===== config.mk =====
export PLATFORM = sky130hd
export DESIGN_NAME = tok_fsm
export DESIGN_NICKNAME = d
export VERILOG_FILES = /design/src/rtl/tok_fsm_pkg.sv /design/src/rtl/tok_fsm_rules.sv /design/src/rtl/tok_fsm_token.sv /design/src/rtl/tok_fsm.sv
export SDC_FILE = /design/constraint.sdc
export NUM_CORES = 1
export LEC_CHECK = 0
export CORE_AREA = 8 8 45 47
export DETAILED_ROUTE_END_ITERATION = 8
export DIE_AREA = 0 0 53 55
export GPL_TIMING_DRIVEN = 0
export PLACE_DENSITY = 0.4
export RECOVER_POWER = 25
export SYNTH_ARGS = -nofsm -noshare
export SYNTH_HDL_FRONTEND = slang
export SYNTH_HIERARCHICAL = 1
export SYNTH_SLANG_ARGS = --single-unit

===== constraint.sdc =====
create_clock -name clk -period 2.3 [get_ports clk]
set_clock_uncertainty 0.05 [all_clocks]
set_input_delay 0.345 -clock clk [delete_from_list [all_inputs] [get_ports clk]]
set_output_delay 0.345 -clock clk [all_outputs]
set_load 0.02 [all_outputs]

===== src/rtl/tok_fsm_pkg.sv =====
package tok_fsm_pkg;
    localparam int NIN  = 2;
    localparam int NOUT = 2;
    localparam int IDX_A = 0;
    localparam int IDX_B = 1;
    localparam int IDX_Q = 1;
    localparam int IDX_R = 0;

    typedef enum logic [0:0] {
        ST_HOME = 1'b0,
        ST_AWAY = 1'b1
    } tok_state_e;

    typedef struct packed {
        tok_state_e      state;
        logic            run;
        logic [NOUT-1:0] outs;
        logic            fin;
    } tok_regs_t;
endpackage


===== src/rtl/tok_fsm_rules.sv =====
module tok_fsm_rules
    import tok_fsm_pkg::*;
(
    input  tok_state_e      cur,
    input  logic [NIN-1:0]  ins,
    output tok_state_e      nxt,
    output logic [NOUT-1:0] outs
);
    always_comb begin
        // implicit catch-all: hold state, all outputs low
        nxt  = cur;
        outs = '0;
        unique case (cur)
            ST_HOME: begin
                if (ins[IDX_A]) begin
                    nxt         = ST_AWAY;
                    outs[IDX_Q] = 1'b1;
                    outs[IDX_R] = 1'b0;
                end else begin
                    nxt         = ST_HOME;
                    outs[IDX_Q] = 1'b1;
                    outs[IDX_R] = 1'b1;
                end
            end
            ST_AWAY: begin
                if (!ins[IDX_A]) begin
                    nxt         = ST_HOME;
                    outs[IDX_Q] = 1'b0;
                    outs[IDX_R] = 1'b1;
                end else if (ins[IDX_B]) begin
                    nxt         = ST_AWAY;
                    outs[IDX_Q] = 1'b1;
                    outs[IDX_R] = 1'b1;
                end
            end
            default: ;
        endcase
    end
endmodule


===== src/rtl/tok_fsm_token.sv =====
module tok_fsm_token
    import tok_fsm_pkg::*;
(
    input  logic       go,
    input  logic       run_q,
    input  tok_state_e cur,
    input  tok_state_e nxt,
    output logic       active,
    output logic       ret
);
    always_comb begin
        // a start pulse only matters while idle; when running it is absorbed
        active = run_q || go;
        ret    = active && (cur == ST_AWAY) && (nxt == ST_HOME);
    end
endmodule


===== src/rtl/tok_fsm.sv =====
module tok_fsm
    import tok_fsm_pkg::*;
#(
    parameter bit USE_EN = 1'b1
) (
    input  logic clk,
    input  logic rst,
    input  logic en,
    input  logic go,
    input  logic in_a,
    input  logic in_b,
    output logic out_q,
    output logic out_r,
    output logic fin
);
    tok_regs_t       st_d, st_q;
    logic            en_eff;
    tok_state_e      rule_nxt;
    logic [NOUT-1:0] rule_outs;
    logic            active, ret;
    logic [NIN-1:0]  ins;

    generate
        if (USE_EN) begin : g_en
            assign en_eff = en;
        end else begin : g_tied
            assign en_eff = 1'b1;
        end
    endgenerate

    assign ins[IDX_A] = in_a;
    assign ins[IDX_B] = in_b;

    tok_fsm_rules u_rules (
        .cur  (st_q.state),
        .ins  (ins),
        .nxt  (rule_nxt),
        .outs (rule_outs)
    );

    tok_fsm_token u_token (
        .go     (go),
        .run_q  (st_q.run),
        .cur    (st_q.state),
        .nxt    (rule_nxt),
        .active (active),
        .ret    (ret)
    );

    always_comb begin
        st_d     = st_q;
        st_d.fin = 1'b0;
        if (en_eff) begin
            if (active) begin
                st_d.state = rule_nxt;
                st_d.outs  = rule_outs;
                st_d.fin   = ret;
                st_d.run   = !ret;
            end else begin
                st_d.outs = '0;
                st_d.run  = 1'b0;
            end
        end
    end

    always_ff @(posedge clk) begin
        if (rst) begin
            st_q.state <= ST_HOME;
            st_q.run   <= 1'b0;
            st_q.outs  <= '0;
            st_q.fin   <= 1'b0;
        end else begin
            st_q <= st_d;
        end
    end

    assign out_q = st_q.outs[IDX_Q];
    assign out_r = st_q.outs[IDX_R];
    assign fin   = st_q.fin;
endmodule


==> impl_metrics.tcl <==
set metrics [dict create \
    grt_pass1_wl_um 917 \
    grt_pass1_vias 209 \
    antenna_left 0 \
    netlist_top_cells_area "dfxtp_1 42%, a21bo_1 13%, nand2b_1 7.9%" \
    area_delta_synth_final_pct 48.69 \
    fp-row-count 14 \
    syn_inst 24 \
    grt_max_degree 10 \
    setup_ws_ns 0.6755 \
    drt_iter0_markers 0 \
    clk_latency_ns 0.24 \
    slowest_delay_ns 0.53 \
    wire_per_inst_um 10.00 \
    fin_tns_setup_ns 0 \
    p_per_area_mw_per_mm2 645.2 \
    final_common_cell "clkdlybuf4s50_1" \
    hold_viol_final 0 \
    grt_overflow 0 \
    clk_pin_slew_ns 0.05 \
    cts-resized-gates 0 \
    period_share_pct 70.63 \
    cts_root_buffer "clkbuf_4" \
    crit_type "in2reg" \
    syn_area_per_cell_sq_um 9.957 \
    start_util_pct 17.27 \
    grt_antenna_before_repair 0 \
    synth_nets 30 \
    drive_gt1_share_pct 17.14 \
    drt_first_pass_iters 1 \
    fp.dieW_um 53 \
    cts_num_sinks 5 \
    max_slew.worst_pin.slew_ns 0.3389 \
    synth.distinct_cells 12 \
    postLayoutCoreUtil_pct 25.68 \
    synth.ff_latch_count 5 \
    ys_warn_count 6 \
    yosys.area.top_type "dfxtp_1" \
    final_area_sq_um 355.3 \
    dpl_cell_area_sq_um 329.1 \
    postCtsSetupRepairBufs 0 \
    drv_slew 0 \
    max_freq_ghz 0.6156 \
    core-area_sq_mm 0.001384 \
    finalCriticalPeriod_ns 1.624 \
    required_ns 2.42 \
    gp_congestion 0.6286 \
    crit_arrival_ns 1.75 \
    grt_usage_pct 4.913 \
    cts_buffers 3 \
    critPathLaunchType "input pin" \
    n_antenna_cell 0 \
    mostFrequentLayoutCells "6 x clkdlybuf4s50_1, 5 x dfxtp_1" \
    slew_headroom_pct 77.41 \
    ir_worst_vdd_mv 0.1630 \
    routed_wl_um 510 \
    cts.htree.levels 1 \
    nets 42 \
    postCtsHoldBufs 0 \
    netlist.area_leader.share_pct 41.88 \
    preCtsSetupSlack_ns 0.6241 \
    path_cells "dlygate4sd3_1 -> or2_0 -> and3b_1 -> nand3b_1 -> a21oi_1" \
    ys_seq_area_share_pct 41.88 \
    endpoint_kind "register" \
    die_h_um 55 \
    io_buffers 7 \
    design.die.area_sq_mm 0.002915 \
    worstPathMaxFanout 7 \
    min_path_type "in2reg" \
    drt-vias-per-instance 3.961 \
    setup_viol 0 \
    routed-via-count 202 \
    ios 9 \
    outcome "completed" \
    cpMaxStageDelayCell "dlygate4sd3_1" \
    p_leak_nw 0.1407 \
    drcViolationCount 0 \
    clk_path_buf_depth 2 \
    rsz0062_at_grt "no" \
    syn_area_sq_um 239.0 \
    cap_violations 0 \
    tritoncts "done" \
]
-- state kept, by name (all words and copies together) (netlist names) --
register and count:
st_q 2, out_r 1, out_q 1, fin 1
-- worst max-delay path, delay by kind of cell --
| kind | cells | cell delay (ns) |
|---|---|---|
| simple gates | 3 | 0.72 |
| compound gates | 1 | 0.14 |
| buf+inv | 1 | 0.53 |
-- final timing paths --
| path | end | start | slack, ns | cells past startpoint |
|---|---|---|---|---|
| hold reg to reg | st_q[3] | st_q[3] | 0.41 | 2 |
| hold / removal | out_q | en | 0.34 | 3 |
| setup reg to reg | st_q[3] | st_q[3] | 1.03 | 4 |
| setup / recovery | st_q[3] | go | 0.68 | 5 |
-- cells in the mapped netlist (all sizes together) --
| library cell | number |
|---|---|
| or2 | 1 |
| buf | 2 |
| and4b | 1 |
| nand3b | 1 |
| and3b | 1 |
| a21oi | 4 |
| nand2b | 3 |
| a21bo | 3 |
| dfxtp | 5 |
| nand3 | 3 |
-- kinds of logic (layout without fill, tap and decap cells) --
kind of cell,count (synthesis),in the layout,synth area share (%)
AO/OA/AOI/OAI,7,7,22.51
AND/OR/NAND/NOR,10,10,27.75
flip-flops,5,5,41.89
buffers and inverters,2,13,7.854
-- final cells by class --
cell class	instances	area, sq um
Tap cell	16	20.02
Clock buffer	4	26.28
Fill cell	151	1028
Multi-Input combinational cell	17	120.1
Timing Repair Buffer	7	70.07
Sequential cell	5	100.1
Buffer	2	18.77
-- metrics by stage --
step | total power, mW | instances | hold WS (ns)
2_1_floorplan | 0.1138 | 24 | 0.3574
3_3_place_gp | 0.1290 | 47 | 0.4001
3_5_place_dp | 0.1296 | 47 | 0.4096
4_1_cts | 0.2352 | 51 | 0.3313
5_1_grt | 0.2508 | 51 | 0.3239
6_report | 0.2293 | 51 | 0.3379
-- per-layer routing --
| layer | vias to the layer above | wire length (um) | global-route usage [%] |
|---|---|---|---|
| met5 | - | 0 | 0 |
| met4 | 0 | 0 | 5.172 |
| met3 | 0 | 50 | 5.348 |
| met2 | 5 | 211 | 5.273 |
| met1 | 92 | 248 | 4.697 |
| li1 | 105 | - | - |
-- report_power, final --
part	internal [mW]	switching, mW	total, mW
registers	0.0913	0.00224	0.0935
logic	0.0194	0.0143	0.0337
clock network	0.0656	0.0364	0.102
total	0.176	0.0529	0.229
No activity file was read; power rests on OpenSTA's default activity.
